[src/rtl/fpga_serial_loader.sv]
module fpga_serial_loader #(
  parameter int POLL_CYCLES = 100000,
  parameter int MAX_POLLS   = 3,
  parameter int STEP_CYCLES = 4,
  parameter int PRE_LEN     = 4,
  parameter int TRAIL_BYTES = 8
) (
  input  logic       clk,
  input  logic       rst_n,
  input  logic       start_i,
  input  logic [7:0] in_data,
  input  logic       in_valid,
  input  logic       in_last,
  output logic       in_ready,
  input  logic       init_pin_i,
  input  logic       done_pin_i,
  output logic       prog_o,
  output logic       cclk_o,
  output logic       cdata_o,
  output logic       busy_o,
  output logic       fin_o,
  output logic [1:0] result_o
);
  localparam int PW = $clog2(POLL_CYCLES + 1);
  localparam int NW = $clog2(MAX_POLLS + 2);
  localparam int SW = $clog2(STEP_CYCLES + 1);
  localparam int FW = $clog2(PRE_LEN + TRAIL_BYTES + 1);
  localparam int RW = $clog2(PRE_LEN + 1);

  typedef enum logic [2:0] {S_IDLE, S_PROG, S_REL, S_SEEK, S_FETCH, S_SHIFT, S_DONE} st_t;
  st_t st;

  logic [1:0]    init_s, done_s;
  logic [PW-1:0] cyc;
  logic [NW-1:0] polls;
  logic [SW-1:0] sc;
  logic [FW-1:0] fill;
  logic [RW-1:0] run;
  logic [7:0]    sh;
  logic [2:0]    bitn;
  logic [1:0]    ph;
  logic          last_seen, trailed;

  always_ff @(posedge clk or negedge rst_n)
    if (!rst_n) begin
      init_s <= '0;
      done_s <= '0;
    end else begin
      init_s <= {init_s[0], init_pin_i};
      done_s <= {done_s[0], done_pin_i};
    end

  wire cond = (st == S_PROG) ? !init_s[1] :
              (st == S_REL)  ?  init_s[1] : done_s[1];
  wire expired = polls == NW'(MAX_POLLS + 1);
  wire [1:0] fail_code = (st == S_PROG) ? 2'd1 : (st == S_REL) ? 2'd2 : 2'd3;

  assign in_ready = (st == S_SEEK) || (st == S_FETCH);
  assign busy_o   = st != S_IDLE;

  always_ff @(posedge clk or negedge rst_n)
    if (!rst_n) begin
      st <= S_IDLE;
      prog_o <= 1'b1;
      cclk_o <= 1'b1;
      cdata_o <= 1'b1;
      fin_o <= 1'b0;
      result_o <= 2'd0;
      cyc <= '0;
      polls <= '0;
      sc <= '0;
      fill <= '0;
      run <= '0;
      sh <= '0;
      bitn <= '0;
      ph <= '0;
      last_seen <= 1'b0;
      trailed <= 1'b0;
    end else begin
      fin_o <= 1'b0;
      case (st)
        S_IDLE: if (start_i) begin
          st <= S_PROG;
          prog_o <= 1'b0;
          cclk_o <= 1'b1;
          cdata_o <= 1'b1;
          cyc <= '0;
          polls <= '0;
          result_o <= 2'd0;
        end
        S_PROG, S_REL, S_DONE: begin
          if (cyc != '0) cyc <= cyc - 1'b1;
          else if (cond) begin
            polls <= '0;
            if (st == S_PROG) begin
              st <= S_REL;
              prog_o <= 1'b1;
            end else if (st == S_REL) begin
              st <= S_SEEK;
              run <= '0;
              last_seen <= 1'b0;
              trailed <= 1'b0;
            end else begin
              st <= S_IDLE;
              fin_o <= 1'b1;
              result_o <= 2'd0;
            end
          end else if (expired) begin
            st <= S_IDLE;
            prog_o <= 1'b1;
            fin_o <= 1'b1;
            result_o <= fail_code;
          end else begin
            polls <= polls + 1'b1;
            cyc <= PW'(POLL_CYCLES - 1);
          end
        end
        S_SEEK: if (in_valid) begin
          if (in_data != 8'hFF) run <= '0;
          else if (run != RW'(PRE_LEN - 1)) run <= run + 1'b1;
          else begin
            sh <= 8'hFF;
            fill <= FW'(PRE_LEN - 1);
            last_seen <= in_last;
            bitn <= '0;
            ph <= '0;
            sc <= SW'(STEP_CYCLES - 1);
            cclk_o <= 1'b0;
            cdata_o <= 1'b1;
            st <= S_SHIFT;
          end
        end
        S_FETCH: if (in_valid) begin
          sh <= in_data;
          last_seen <= in_last;
          bitn <= '0;
          ph <= '0;
          sc <= SW'(STEP_CYCLES - 1);
          cclk_o <= 1'b0;
          cdata_o <= 1'b1;
          st <= S_SHIFT;
        end
        S_SHIFT: begin
          if (sc != '0) sc <= sc - 1'b1;
          else begin
            sc <= SW'(STEP_CYCLES - 1);
            ph <= ph + 1'b1;
            case (ph)
              2'd0: cdata_o <= sh[7];
              2'd1: cclk_o <= 1'b1;
              2'd2: cdata_o <= 1'b1;
              default: begin
                sh <= {sh[6:0], 1'b0};
                bitn <= bitn + 1'b1;
                if (bitn != 3'd7) cclk_o <= 1'b0;
                else if (fill != '0) begin
                  fill <= fill - 1'b1;
                  sh <= 8'hFF;
                  cclk_o <= 1'b0;
                end else if (last_seen && !trailed) begin
                  trailed <= 1'b1;
                  fill <= FW'(TRAIL_BYTES - 1);
                  sh <= 8'hFF;
                  cclk_o <= 1'b0;
                end else if (last_seen) begin
                  st <= S_DONE;
                  cyc <= '0;
                  polls <= '0;
                end else st <= S_FETCH;
              end
            endcase
          end
        end
        default: st <= S_IDLE;
      endcase
    end
endmodule


[config.mk]
export PLATFORM = sky130hd
export DESIGN_NAME = fpga_serial_loader
export DESIGN_NICKNAME = d
export VERILOG_FILES = /design/src/rtl/fpga_serial_loader.sv
export SDC_FILE = /design/constraint.sdc
export NUM_CORES = 1
export LEC_CHECK = 0
export BUFFER_PORTS_ARGS = -buffer_cell sky130_fd_sc_hd__buf_2
export CORE_MARGIN = 2
export CORE_UTILIZATION = 60
export CTS_CLUSTER_SIZE = 30
export DETAILED_ROUTE_END_ITERATION = 8
export PLACE_DENSITY = 0.79
export REMOVE_ABC_BUFFERS = 1
export SYNTH_ARGS = -nofsm -noshare
export SYNTH_HDL_FRONTEND = slang
export SYNTH_SLANG_ARGS = --single-unit
[constraint.sdc]
create_clock -name clk -period 6.8 [get_ports clk]
set_clock_uncertainty 0.15 [all_clocks]
set_input_delay 1.02 -clock clk [delete_from_list [all_inputs] [get_ports clk]]
set_output_delay 1.02 -clock clk [all_outputs]
set_load 0.01 [all_outputs]
==> insert_results.sql <==
INSERT INTO impl_metrics (metric_group, metric, value, unit) VALUES
('placement', 'gpl.final_weighted_congestion', '0.8829', ''),
('global_routing', 'gr-usage-all-layers', '0.2748', ''),
('route', 'drt_first_pass_iters', '5', ''),
('clocking', 'hold_buffers', '0', ''),
('layout', 'antennaDiodeCount', '0', ''),
('logic_synthesis', 'synth_warn', '0', ''),
('critical_path', 'critPathLaunch', 'st[2]', ''),
('pwr', 'power.switching', '807.4', 'uW'),
('timing', 'finalMaxSlewViolations', '0', ''),
('logic_synthesis', 'synth_top_cell_area_share', '0.3965', ''),
('logic_synthesis', 'async_reset_ff_frac', '1.000', ''),
('global_routing', 'global_route.overflow_total', '0', ''),
('pwr', 'powerDensity', '475.7', 'nW/um^2'),
('clocking', 'worstSkewPairLatency', '350', 'ps'),
('critical_path', 'endpoint_kind', 'output pin', ''),
('clocking', 'tritoncts_num_sinks', '58', ''),
('clocking', 'path_clk_slew', '70', 'ps'),
('layout', 'flow.area_growth_from_synthesis', '11.32', '%'),
('critical_path', 'worstSetupStartpointType', 'flop', ''),
('placement', 'detailedPlacementHpwl', '5.540', 'mm'),
('placement', 'numPortBuffers', '22', ''),
('route', 'detailed_route_drc_error_count', '0', ''),
('critical_path', 'timing.reg2reg.setup_slack', '3860', 'ps'),
('logic_synthesis', 'syn-instance-count', '384', ''),
('clocking', 'post_cts_resize_count', '0', ''),
('floorplanning', 'design.portCount', '23', ''),
('timing', 'final.min_clock_period', '3172', 'ps'),
('pwr', 'seq_power_share', '0.327', ''),
('logic_synthesis', 'synth_flop_cell', 'sky130_fd_sc_hd__dfrtp_1', ''),
('pwr', 'total_power', '1838', 'uW'),
('timing', 'timing_worst_slew_pin_value', '773.3', 'ps'),
('route', 'ant_nets', '0', ''),
('logic_synthesis', 'synthDominantAreaCellType', 'sky130_fd_sc_hd__dfrtp_1', ''),
('logic_synthesis', 'synth_enable_flop_cells', '0', ''),
('logic_synthesis', 'ys_seq_elements', '58', ''),
('critical_path', 'reg2reg_from', 'fill[0]', ''),
('timing', 'maxSlewHeadroom', '0.4800', ''),
('clocking', 'number_of_buffers_inserted_to_repair_setup_after_cts', '0', ''),
('timing', 'final_min_period_over_clock_period', '0.4665', ''),
('clocking', 'buffers_from_clock_root_to_sink_at_most', '2', ''),
('critical_path', 'cp_max_fo', '22', ''),
('floorplanning', 'floorplan.initialDensity', '0.6265', ''),
('route', 'postRouteWirelength', '7.965', 'mm'),
('run_status', 'outcome', 'finished clean', ''),
('clocking', 'tritoncts.num_buffers', '9', ''),
('clocking', 'cts_tree', 'built', ''),
('timing', 'rsz0062_at_grt', 'no', ''),
('global_routing', 'grt_antenna_before_repair', '0', ''),
('layout', 'final_net_count', '436', ''),
('placement', 'dp.cells', '467', ''),
('critical_path', 'worst_ep_required_time', '5630', 'ps'),
('job', 'cap_viol_max_count', '0', ''),
('floorplanning', 'dieWidth', '80.06', 'um'),
('global_routing', 'first_global_vias', '2913', ''),
('logic_synthesis', 'count_of_cell_types_in_the_netlist', '67', ''),
('timing', 'totalNegativeSetupSlack', '0', 'ps'),
('floorplanning', 'dieHeight', '80.06', 'um'),
('layout', 'fillers', '451', ''),
('logic_synthesis', 'yosys-top-cells-area', 'sky130_fd_sc_hd__dfrtp_1, sky130_fd_sc_hd__o21ai_0, sky130_fd_sc_hd__ha_1', ''),
('pwr', 'p_int', '1031', 'uW'),
('timing', 'maxClockFrequency', '315.2', 'MHz'),
('pwr', 'comb_power_share', '0.466', ''),
('timing', 'finalSetupViolations', '0', ''),
('route', 'drtIter0Drc', '337', ''),
('floorplanning', 'rows', '27', ''),
('timing', 'worst_hold_slack', '202.4', 'ps'),
('critical_path', 'timing.setup.critical_path_class', 'flop to output pin', ''),
('route', 'routed_wire_length_per_instance', '16.49', 'um'),
('layout', 'drive_gt1_frac', '0.1606', ''),
('floorplanning', 'design.core.area', '5540', 'um^2'),
('logic_synthesis', 'postSynthAreaPerCell', '9.039', 'um^2');
through the flow:
stage	worst slack, ps	area, um^2
floorplan	3895	3411
global placement	3937	3626
detailed placement	3872	3626
CTS	3649	3864
global route	3540	3864
finish	3628	3864
power by group through the flow:
stage                     registers [uW]  logic (uW)  clock network [uW]
after floorplan                      576         643                   0
after global placement               598         822                   0
after detailed placement             603         847                   0
after CTS                            598         849                 382
after global routing                 620         967                 396
final                                602         857                 379
routing by layer:
layer,wire [um],global-route usage
met1,3733,0.3815
met2,3815,0.4300
met3,269,0.04157
met4,147,0.1169
met5,0,0
critical path, stage by stage, from the launching register on:
cell and delay, ps:
sky130_fd_sc_hd__dfrtp_1 710, sky130_fd_sc_hd__or3b_2 630, sky130_fd_sc_hd__nand2_1 160, sky130_fd_sc_hd__buf_2 150
final timing paths:
path,to,depth (start not counted)
setup / recovery,in_ready,3
hold / removal,done_s[1],0
setup reg to reg,cyc[9],8
hold reg to reg,done_s[1],0
max in group asynchronous,cyc[9],2
min in group asynchronous,fill[3],2
layout by cell type, fill, tap and decap left out, types with 3 or more instances in the layout:
master / netlist / routed
sky130_fd_sc_hd__o22a_1: 4 / 4
sky130_fd_sc_hd__nand4_1: 6 / 6
sky130_fd_sc_hd__clkbuf_8: 0 / 12
sky130_fd_sc_hd__dfrtp_1: 55 / 55
sky130_fd_sc_hd__and3b_1: 3 / 3
sky130_fd_sc_hd__and2_1: 3 / 3
sky130_fd_sc_hd__a31oi_1: 6 / 6
sky130_fd_sc_hd__nand3_1: 12 / 12
sky130_fd_sc_hd__a22o_1: 4 / 4
sky130_fd_sc_hd__o211ai_1: 8 / 8
sky130_fd_sc_hd__nor2_1: 32 / 32
sky130_fd_sc_hd__nor2b_1: 7 / 7
sky130_fd_sc_hd__nand2_1: 44 / 44
sky130_fd_sc_hd__nor3b_1: 3 / 3
sky130_fd_sc_hd__nor3_1: 8 / 8
sky130_fd_sc_hd__or3_1: 4 / 4
sky130_fd_sc_hd__dfstp_2: 3 / 3
sky130_fd_sc_hd__a211oi_1: 5 / 5
sky130_fd_sc_hd__mux2_2: 6 / 6
sky130_fd_sc_hd__inv_1: 19 / 19
sky130_fd_sc_hd__buf_2: 6 / 22
sky130_fd_sc_hd__o22ai_1: 10 / 10
sky130_fd_sc_hd__a21oi_1: 18 / 18
sky130_fd_sc_hd__nor4_1: 6 / 6
sky130_fd_sc_hd__a31o_2: 3 / 3
sky130_fd_sc_hd__ha_1: 15 / 15
sky130_fd_sc_hd__o21ai_0: 39 / 39
sky130_fd_sc_hd__nand2b_1: 5 / 5
flip-flops by register name (all words and copies together) (netlist names):
signal and flops:
fin_o 1, trailed 1, ph 2, cdata_o 1, last_seen 1, sh 8, cclk_o 1, cyc 17
st 3, fill 4, prog_o 1, done_s 2, sc 3, polls 3, result_o 2, bitn 3
init_s 2, run 3
cell type report:
type	instances	area, um^2	share of cell area
sequential	58	1455	0.3766
multi-input combinational	293	1881	0.4867
clock inverter	4	72.57	0.01878
clock buffer	12	165.2	0.04275
timing repair buffer	24	125.1	0.03238
inverter	20	75.07	0.01943
tap	72	90.09	0.02332
kinds of logic after synthesis:
group	Yosys count	synth area share
AND/OR/NAND/NOR	151	0.2387
AO/OA/AOI/OAI	119	0.2239
flip-flops	58	0.4193
buffers and inverters	33	0.03893
adder cells (fa/ha/maj)	15	0.05407
multiplexers	8	0.02523
No activity file was read; power rests on OpenSTA's default activity.
